--- config.mk ---
export PLATFORM = sky130hd
export DESIGN_NAME = dma_window_xlate
export DESIGN_NICKNAME = d
export VERILOG_FILES = /design/src/rtl/xlate_pkg.sv /design/src/rtl/xlate_regs.sv /design/src/rtl/xlate_match.sv /design/src/rtl/dma_window_xlate.sv
export SDC_FILE = /design/constraint.sdc
export NUM_CORES = 2
export LEC_CHECK = 0
export BUFFER_PORTS_ARGS = -buffer_cell sky130_fd_sc_hd__buf_2
export CAP_MARGIN = 20
export CELL_PAD_IN_SITES_DETAIL_PLACEMENT = 1
export CELL_PAD_IN_SITES_GLOBAL_PLACEMENT = 1
export CORE_ASPECT_RATIO = 0.7
export CORE_MARGIN = 2
export CORE_UTILIZATION = 44
export DETAILED_ROUTE_END_ITERATION = 16
export HOLD_SLACK_MARGIN = 0.02
export PLACE_DENSITY_LB_ADDON = 0.1
export SLEW_MARGIN = 30
export SYNTH_ARGS = -nofsm -noshare
export SYNTH_HDL_FRONTEND = slang
export SYNTH_SLANG_ARGS = --single-unit
export TNS_END_PERCENT = 30
--- constraint.sdc ---
create_clock -name clk -period 6.2 [get_ports clk]
set_input_delay 1.86 -clock clk [delete_from_list [all_inputs] [get_ports clk]]
set_output_delay 1.86 -clock clk [all_outputs]
set_load 0.1 [all_outputs]
--- src/rtl/xlate_pkg.sv ---
package xlate_pkg;
    localparam int unsigned REG_W = 64;
    // bits of the mask register that take part in window matching
    localparam logic [63:0] WIN_SEL_MASK = 64'h0000_0000_FFF0_0000;
    localparam logic [63:0] DIR_OFF_MASK = 64'h0000_0000_000F_FFFF;
    localparam logic [63:0] SG_IDX_MASK  = 64'h0000_0000_000F_E000;
    localparam logic [63:0] SG_TB_LOW    = 64'h0000_0000_0000_03FF;
    localparam int unsigned PTE_SHIFT    = 10;
    localparam int unsigned PAGE_BITS    = 13;
    localparam int unsigned FRAME_SHIFT  = 12;
    localparam logic [63:0] CTRL_RESET   = 64'h0000_0021_0010_0000;

    typedef struct packed {
        logic [REG_W-1:0] base;
        logic [REG_W-1:0] mask;
        logic [REG_W-1:0] tbase;
    } win_cfg_t;

    typedef enum logic [1:0] {ST_IDLE, ST_FETCH, ST_RESP} xl_state_e;
endpackage

--- src/rtl/xlate_regs.sv ---
module xlate_regs
    import xlate_pkg::*;
#(
    parameter int unsigned NUM_WIN = 4,
    parameter int unsigned REG_AW  = 11
) (
    input  logic              clk,
    input  logic              rst_n,
    input  logic              reg_en,
    input  logic              reg_we,
    input  logic [REG_AW-1:0] reg_addr,
    input  logic [1:0]        reg_size,
    input  logic [REG_W-1:0]  reg_wdata,
    output logic [REG_W-1:0]  reg_rdata,
    output logic              reg_err,
    output win_cfg_t          cfg [NUM_WIN]
);
    localparam int unsigned IDX_W      = REG_AW - 6;
    localparam int unsigned IDX_CTRL   = 3 * NUM_WIN;
    localparam int unsigned IDX_LAST   = IDX_CTRL + 3;

    // index = byte offset >> 6
    logic [IDX_W-1:0] idx;
    logic             full_sz;
    logic [REG_W-1:0] ctrl_q;
    logic             wr_ok;

    assign idx     = reg_addr[REG_AW-1:6];
    assign full_sz = (reg_size == 2'b11);
    assign wr_ok   = reg_en && reg_we && full_sz;

    always_ff @(posedge clk) begin
        if (!rst_n) ctrl_q <= CTRL_RESET;
        else if (wr_ok && idx == IDX_W'(IDX_CTRL)) ctrl_q <= reg_wdata;
    end

    for (genvar w = 0; w < NUM_WIN; w++) begin : g_win
        always_ff @(posedge clk) begin
            if (!rst_n) begin
                cfg[w] <= '0;
            end else if (wr_ok) begin
                if (idx == IDX_W'(w))             cfg[w].base  <= reg_wdata;
                if (idx == IDX_W'(NUM_WIN + w))   cfg[w].mask  <= reg_wdata;
                if (idx == IDX_W'(2*NUM_WIN + w)) cfg[w].tbase <= reg_wdata;
            end
        end
    end

    // read path and error flag; status, mask and invalidate read 0
    always_comb begin
        reg_rdata = '0;
        reg_err   = reg_en && (!full_sz || (int'(idx) > IDX_LAST));
        if (reg_en && !reg_we && full_sz) begin
            for (int w = 0; w < NUM_WIN; w++) begin
                if (idx == IDX_W'(w))             reg_rdata = cfg[w].base;
                if (idx == IDX_W'(NUM_WIN + w))   reg_rdata = cfg[w].mask;
                if (idx == IDX_W'(2*NUM_WIN + w)) reg_rdata = cfg[w].tbase;
            end
            if (idx == IDX_W'(IDX_CTRL)) reg_rdata = ctrl_q;
        end
    end

    assert_narrow_err_R3: assert property (@(posedge clk) disable iff (!rst_n)
        (reg_en && !full_sz) |-> reg_err);
    assert_narrow_keep_R3: assert property (@(posedge clk) disable iff (!rst_n)
        (reg_en && reg_we && !full_sz) |=> $stable(ctrl_q));
endmodule

--- src/rtl/xlate_match.sv ---
module xlate_match
    import xlate_pkg::*;
#(
    parameter int unsigned NUM_WIN = 4,
    parameter int unsigned BUS_AW  = 32,
    parameter int unsigned DMA_AW  = 34
) (
    input  win_cfg_t           cfg [NUM_WIN],
    input  logic [BUS_AW-1:0]  bus_addr,
    output logic               hit,
    output logic               sg,
    output logic [DMA_AW-1:0]  direct_addr,
    output logic [DMA_AW-1:0]  pte_addr
);
    localparam int unsigned SEL_W = (NUM_WIN > 1) ? $clog2(NUM_WIN) : 1;

    logic [NUM_WIN-1:0] win_hit;
    logic [SEL_W-1:0]   sel;
    logic [REG_W-1:0]   ext, m, off, tb, pte;

    assign ext = REG_W'(bus_addr);

    // per-window compare gated by the enable bit
    for (genvar w = 0; w < NUM_WIN; w++) begin : g_cmp
        assign win_hit[w] = cfg[w].base[0] &&
            (((ext ^ cfg[w].base) & ~cfg[w].mask & WIN_SEL_MASK) == '0);
    end

    always_comb begin
        hit = 1'b0;
        sel = '0;
        for (int w = NUM_WIN - 1; w >= 0; w--) begin
            if (win_hit[w]) begin
                hit = 1'b1;
                sel = SEL_W'(w);
            end
        end
    end

    // address arithmetic for the chosen window
    always_comb begin
        m   = cfg[sel].mask & WIN_SEL_MASK;
        tb  = cfg[sel].tbase;
        sg  = hit && cfg[sel].base[1];
        off = m | DIR_OFF_MASK;
        pte = (tb & ~((m >> PTE_SHIFT) | SG_TB_LOW)) |
              ((ext & (m | SG_IDX_MASK)) >> PTE_SHIFT);
        direct_addr = hit ? DMA_AW'((tb & ~off) | (ext & off)) : DMA_AW'(ext);
        pte_addr    = DMA_AW'(pte);
    end
endmodule

--- src/rtl/dma_window_xlate.sv ---
module dma_window_xlate
    import xlate_pkg::*;
#(
    parameter int unsigned NUM_WIN = 4,
    parameter int unsigned BUS_AW  = 32,
    parameter int unsigned DMA_AW  = 34,
    parameter int unsigned REG_AW  = 11
) (
    input  logic              clk,
    input  logic              rst_n,
    input  logic              reg_en,
    input  logic              reg_we,
    input  logic [REG_AW-1:0] reg_addr,
    input  logic [1:0]        reg_size,
    input  logic [63:0]       reg_wdata,
    output logic [63:0]       reg_rdata,
    output logic              reg_err,
    input  logic              req_valid,
    output logic              req_ready,
    input  logic [BUS_AW-1:0] req_addr,
    output logic              res_valid,
    output logic [DMA_AW-1:0] res_addr,
    output logic              mem_req,
    output logic [DMA_AW-1:0] mem_addr,
    input  logic              mem_rvalid,
    input  logic [63:0]       mem_rdata
);
    win_cfg_t            cfg [NUM_WIN];
    logic                hit, sg, accept;
    logic [DMA_AW-1:0]   direct_addr, pte_addr;
    xl_state_e           state_q, state_d;
    logic [DMA_AW-1:0]   res_q, memaddr_q;
    logic [PAGE_BITS-1:0] off_q;
    logic [63:0]         sg_full;

    xlate_regs #(.NUM_WIN(NUM_WIN), .REG_AW(REG_AW)) regs_i (
        .clk, .rst_n, .reg_en, .reg_we, .reg_addr, .reg_size,
        .reg_wdata, .reg_rdata, .reg_err, .cfg
    );

    xlate_match #(.NUM_WIN(NUM_WIN), .BUS_AW(BUS_AW), .DMA_AW(DMA_AW)) match_i (
        .cfg, .bus_addr(req_addr), .hit, .sg, .direct_addr, .pte_addr
    );

    assign accept  = req_valid && req_ready;
    // frame from the entry (bit 0 cleared) merged with the 8 KB offset
    assign sg_full = ({mem_rdata[63:1], 1'b0} << FRAME_SHIFT) | 64'(off_q);

    always_comb begin
        state_d = state_q;
        unique case (state_q)
            ST_IDLE:  if (accept) state_d = sg ? ST_FETCH : ST_RESP;
            ST_FETCH: if (mem_rvalid) state_d = ST_RESP;
            ST_RESP:  state_d = ST_IDLE;
            default:  state_d = ST_IDLE;
        endcase
    end

    always_ff @(posedge clk) begin
        if (!rst_n) state_q <= ST_IDLE;
        else        state_q <= state_d;
    end

    always_ff @(posedge clk) begin
        if (!rst_n) begin
            res_q     <= '0;
            memaddr_q <= '0;
            off_q     <= '0;
        end else if (state_q == ST_IDLE && accept) begin
            res_q     <= direct_addr;
            memaddr_q <= pte_addr;
            off_q     <= req_addr[PAGE_BITS-1:0];
        end else if (state_q == ST_FETCH && mem_rvalid) begin
            res_q     <= DMA_AW'(sg_full);
        end
    end

    always_comb begin
        req_ready = 1'b0;
        mem_req   = 1'b0;
        res_valid = 1'b0;
        unique case (state_q)
            ST_IDLE:  req_ready = 1'b1;
            ST_FETCH: mem_req   = 1'b1;
            ST_RESP:  res_valid = 1'b1;
            default:  ;
        endcase
    end
    assign res_addr = res_q;
    assign mem_addr = memaddr_q;

    assert_fetch_blocks_R11: assert property (@(posedge clk) disable iff (!rst_n)
        mem_req |-> !req_ready);
    assert_done_pulse_R11: assert property (@(posedge clk) disable iff (!rst_n)
        res_valid |=> !res_valid);
    assert_accept_R11: assert property (@(posedge clk) disable iff (!rst_n)
        accept |=> (res_valid || mem_req));
    assert_mem_hold_R8: assert property (@(posedge clk) disable iff (!rst_n)
        (mem_req && !mem_rvalid) |=> (mem_req && $stable(mem_addr)));
endmodule

## After elaboration in Yosys (flattened, before gate mapping)

Cells that the tools add are included.

| word-level totals | value |
|---|---|
| register bits after elaboration | 915 |
| latch bits | 0 |
| RAM bits | 0 |
| memory bits (read-only) | 0 |
| bits of input ports | 179 |
| output and inout bits | 136 |
| logic and storage cells | 130 |
| memories kept | 0 |

| cells by class | value |
|---|---|
| add/sub/neg operators | 0 |
| $mul | 0 |
| div/mod/pow operators | 0 |
| $lt $le $gt $ge | 2 |
| equal/unequal tests | 17 |
| shift operators | 0 |
| mux-type cells | 35 |
| bitwise logic cells | 22 |
| reduce and logical (&&, ||, !) cells | 37 |

Operators by type and width:

| operator | number |
|---|---|
| 2-to-1 mux 64 bit | 14 |
| binary-select mux 192 bit (select 2 bit) | 1 |
| 2-to-1 mux 130 bit | 2 |
| logical NOT 64 bit | 4 |
| AND 32 bit | 6 |
| NOT 32 bit | 4 |
| XOR 32 bit | 4 |
| 2-to-1 mux 34 bit | 3 |
| AND 34 bit | 2 |
| NOT 22 -> 34 bit | 1 |
| NOT 32 -> 34 bit | 1 |
| OR 34 x 13 -> 34 bit | 1 |
| OR 34 x 32 -> 34 bit | 1 |
| OR 34 bit | 1 |
| AND reduction 2 bit | 13 |
| == test 5 x 4 -> 1 bit (second input constant) | 5 |
| == test 5 x 3 -> 1 bit (second input constant) | 4 |
| logical AND 1 bit | 14 |
| 2-to-1 mux 2 bit | 7 |
| == test 5 x 2 -> 1 bit (second input constant) | 2 |
| 2-to-1 mux 1 bit | 7 |
| == test 5 x 1 -> 1 bit (second input constant) | 1 |
| > comparator 5 x 4 -> 1 bit (second input constant) | 1 |
| logical NOT 5 bit | 1 |
| 10 further kinds | 13 |

## Depth between registers and ports, before layout

| depth | value |
|---|---|
| word-level depth | 17 |
| gate-level depth with buffers | 13 |
| mapped depth without buffers | 9 |

## Cells and area by module

Synthesis repeated with hierarchy kept, for this count alone.

| second synthesis, totals | value |
|---|---|
| cells, all modules | 5,859 |
| area, all modules | 46,025.4 um2 |

By module, submodules not included:

| module | instances | cells each | area an instance (um2) | seq. area each (um2) |
|---|---|---|---|---|
| xlate_regs | 1 | 5,223 | 40,131.0 | 16,656.0 |
| dma_window_xlate | 1 | 335 | 3,255.6 | 1,661.6 |
| xlate_match | 1 | 301 | 2,638.8 | 0.0 |

## Least setup slack after synthesis

No wires, ideal clock.

| timing path | value |
|---|---|
| path kind | input -> output |
| from | in reg_addr[8] |
| to | out reg_rdata[24] |
| data arrival time | 5,551 ps |
| required time | 4,340 ps |
| path slack | -1,211 ps |
| cell stages on the path | 10 |
| path buffers | 4 |
| cells stage by stage | clkbuf_1 > nand2b_1 > clkbuf_1 > nor3_1 > clkbuf_1 > clkbuf_1 > a22oi_1 > nand4_1 > o21ai_0 > a211oi_1 |

| between the ends | value |
|---|---|
| cells in the longest elaborated chain, start to end | 15 |
| elaborated cells between the ends (all ways) | 27 |
| classes of those cells | 12 x eq/ne; 14 x mux; 1 x reduce/logical |

Ends and longest elaborated chain:

| element | RTL line | source |
|---|---|---|
| start: declaration | dma_window_xlate.sv:13 | `input logic [REG_AW-1:0] reg_addr,` |
| logical NOT 5 bit | xlate_regs.sv:55 | `if (idx == IDX_W'(w)) reg_rdata = cfg[w].base;` |
| 2-to-1 mux 64 bit | xlate_regs.sv:55 |  |
| 2-to-1 mux 64 bit | xlate_regs.sv:56 | `if (idx == IDX_W'(NUM_WIN + w)) reg_rdata = cfg[w].mask;` |
| 2-to-1 mux 64 bit | xlate_regs.sv:57 | `if (idx == IDX_W'(2*NUM_WIN + w)) reg_rdata = cfg[w].tbase;` |
| 2-to-1 mux 64 bit | xlate_regs.sv:55 |  |
| 2-to-1 mux 64 bit | xlate_regs.sv:56 |  |
| 2-to-1 mux 64 bit | xlate_regs.sv:57 |  |
| 2-to-1 mux 64 bit | xlate_regs.sv:55 |  |
| 2-to-1 mux 64 bit | xlate_regs.sv:56 |  |
| 2-to-1 mux 64 bit | xlate_regs.sv:57 |  |
| 2-to-1 mux 64 bit | xlate_regs.sv:55 |  |
| 2-to-1 mux 64 bit | xlate_regs.sv:56 |  |
| 2-to-1 mux 64 bit | xlate_regs.sv:57 |  |
| 2-to-1 mux 64 bit (*) | xlate_regs.sv:59 | `if (idx == IDX_W'(IDX_CTRL)) reg_rdata = ctrl_q;` |
| 2-to-1 mux 64 bit (*) | xlate_regs.sv:53 | `if (reg_en && !reg_we && full_sz) begin` |
| end: declaration | dma_window_xlate.sv:16 | `output logic [63:0] reg_rdata,` |

Every way passes the cells marked *; elsewhere a longest branch is shown, timed or not.

## Worst setup path after layout

| timing path | value |
|---|---|
| from | in reg_addr[7] |
| to | out reg_rdata[45] |

Same word-level chain as after synthesis.

==> results.toml <==
[synth]
ys_async_sr_fraction = 0
synth.cell_area_mm2 = 0.03897
synthTopCellsByArea = "dfxtp_1 47%, nand2_1 18%, a21oi_1 12%"
synth_simple_gate_area_share = 0.2178
ys_ff_latch = 912
synth-edff-count = 0
syn_avg_cell_area_um2 = 7.515
synth_top_family_by_area = "compound AO/OA/AOI/OAI gates"
synth-xor-area-share = 0.01117
synthMuxAreaShare = 0.01965
synth_top_cell_by_area = "dfxtp_1"
synth_cell_type_count = 57
synth_fa_ha_area_frac = 0
seq_area_frac_synth = 0.4685
synth_top_cell_area_share = 0.4685
synthCells = 5185
yosysWarningCount = 0
synth_compound_area_frac = 0.2308
ys.flop_type = "dfxtp_1"

[layout]
syn_to_final_growth_pct = 19.28
nNetsFinal = 5390
layout_commonest_cell = "nand2_1"
drive_gt1_frac = 0.1382
instances_no_fill = 6456
final_cell_mix = "1,879 x nand2_1, 918 x a21oi_1, 912 x dfxtp_1"

[clocking]
insertion_delay_ns = 0.67
cts_buffer_depth = 3
postCtsSetupRepairBufs = 0
cts_made_buffers = 92
cts-root-buf = "clkbuf_16"
cts_tree = "yes"
clkSinkCount = 912
cts.clk_slew.worst_paths_ns = 0.06
h-tree-depth = 3

[place]
io_buffers = 262
finalWeightedCongestion = 0.9640
dp.cells = 6279
detailed_place_hpwl_mm = 106.3

[min_path]
hold_class = "reg2reg"

[pwr]
switchingPower_uw = 3116
total_power_uw = 12800
clockPowerShare = 0.483
pwr-share-comb = 0.055
switching_share = 0.2434
power.internal_uw = 9685
leakage_uw = 0.01537
power_density_mw_per_mm2 = 275.4
ir_drop_mv = 0.2061
pwr-share-seq = 0.461

[floorplanning]
io_pins = 315
die_w_um = 359.7
coreArea_mm2 = 0.08790
die_h_um = 253.0
start_util = 0.4433
rows = 91
fp.dieArea_mm2 = 0.09100

[setup_path]
critPathKind = "in2out"
start_kind = "input port"
arrival_ns = 4.27
required_ns = 4.34
end_kind = "output pin"
crit_path_max_fanout = 16

[sta]
fin_crit_sh = 0.9890
finalSetupTns_ns = 0
finalHoldViolations = 0
relSlewSlack = 0.2999
fmax_mhz = 163.1
finClkSkew_ns = 0.02147
setup_violations = 0
min_period_ns = 6.132
rsz0062_at_grt = "true"
worst_pin_slew_ns = 1.050
slew_viol_final = 0

[routing]
wirelength_mm = 171.6
drt-initial-drc-count = 4702
avgViaCountPerCell = 6.257
drt-pass1-iter-count = 8
wire_per_inst_um = 26.57
drc = 0
final_antenna_net_count = 0
via_count = 40400

[global_route]
grt_util_all_layers = 0.3663
grt_pass1_wl_mm = 255.5
antenna_found_initial = 9
grt_max_degree = 205
grt_overflow = 0
grt_pass1_vias = 40050

[flow_run]
cap_violations = 0

[outcome]
outcome = "complete, no violations"
## worst max-delay path: stages
cell and delay (ns):
buf_2 0.19, nor2b_2 0.21, buf_4 0.15, nand3b_1 0.20, nor2_4 0.41, buf_4 0.39, a22oi_1 0.16, nand3_1 0.13
o22ai_1 0.13, a21oi_2 0.22, buf_12 0.20
## stage by stage
stage          utilization  cell area (um2)  hold slack (ns)  worst slack (ns)
4_1_cts             0.5283            46440           0.4535           0.02551
3_5_place_dp        0.4907            43140           0.4437           0.03300
5_1_grt             0.5287            46470           0.4682           0.01014
2_1_floorplan            -            39300           0.4329           -0.5140
6_report            0.5288            46480           0.4507           0.06810
3_3_place_gp        0.4901            43080           0.4392            0.1099
## final cells by class
cell class | instances | area [um2]
Antenna cell | 4 | 10.01
Tap cell | 1162 | 1454
Inverter | 13 | 56.30
Fill cell | 10640 | 41420
Clock inverter | 34 | 549.3
Timing Repair Buffer | 427 | 4018
Clock buffer | 139 | 2753
Multi-Input combinational cell | 3765 | 19380
Sequential cell | 912 | 18260
## cells in the mapped netlist, drive strengths merged, types with 2 or more instances
| cell | n |
|---|---|
| or2 | 4 |
| o2111ai | 10 |
| or3 | 19 |
| clkinv | 2 |
| mux2 | 2 |
| a2111oi | 10 |
| o21ai | 15 |
| a22oi | 230 |
| nor2b | 4 |
| nand3 | 71 |
| nand2b | 5 |
| o211ai | 11 |
| a221oi | 14 |
| a211oi | 8 |
| o22ai | 79 |
| o31ai | 9 |
| buf | 54 |
| a31oi | 37 |
| nand4 | 21 |
| nand2 | 1896 |
| mux2i | 45 |
| inv | 11 |
| and2 | 9 |
| nor4 | 18 |
| and3 | 7 |
| nor2 | 77 |
| o221ai | 3 |
| a21oi | 960 |
| a22o | 4 |
| mux4 | 13 |
| xnor2 | 48 |
| nor3 | 30 |
| clkbuf | 443 |
| dfxtp | 912 |
| a222oi | 73 |
| a311oi | 21 |
## kinds of logic after synthesis
kind of cell,count (synthesis)
compound gates,1490
xor+xnor,48
buf+inv,510
flops,912
mux,60
other cells,1
simple gates,2164
## state kept, by name, indices dropped and copies added (netlist names)
| register | cells |
|---|---|
| mem_addr | 31 |
| off_q | 13 |
| res_addr | 34 |
| state_q | 2 |
| regs_i.ctrl_q | 64 |
| regs_i.cfg | 768 |
## routing by layer
layer  wire length, um  share of wire  global-route usage  vias to the layer above
met5                26        0.00015                   0                        -
met1             74850           0.44              0.5204                    20240
met2             75310           0.44              0.5680                     2033
li1                  -              -                   -                    17800
met3             17090           0.10             0.06889                      316
met4              4285          0.025             0.09988                        4
## what timing repair did
action	CTS	global route
hold buffers	0	0
resized for setup	0	10
setup endpoints to repair	0	20
## path summary, 6_finish.rpt
path	from	end	slack [ns]	cells past startpoint
max	reg_addr[7]	reg_rdata[45]	0.07	11
min	mem_addr[7]	mem_addr[7]	0.45	2
max reg2reg	regs_i.cfg[726]	state_q[1]	2.44	10
min reg2reg	mem_addr[7]	mem_addr[7]	0.45	2
## power groups by stage
stage | logic (uW) | clock network (uW) | registers, uW
global route | 735 | 6450 | 5900
global placement | 684 | 0 | 6040
finish | 708 | 6190 | 5900
CTS | 693 | 6210 | 5900
floorplan | 308 | 0 | 6170
detailed placement | 689 | 0 | 6040
(Power assumes the default switching activity.)
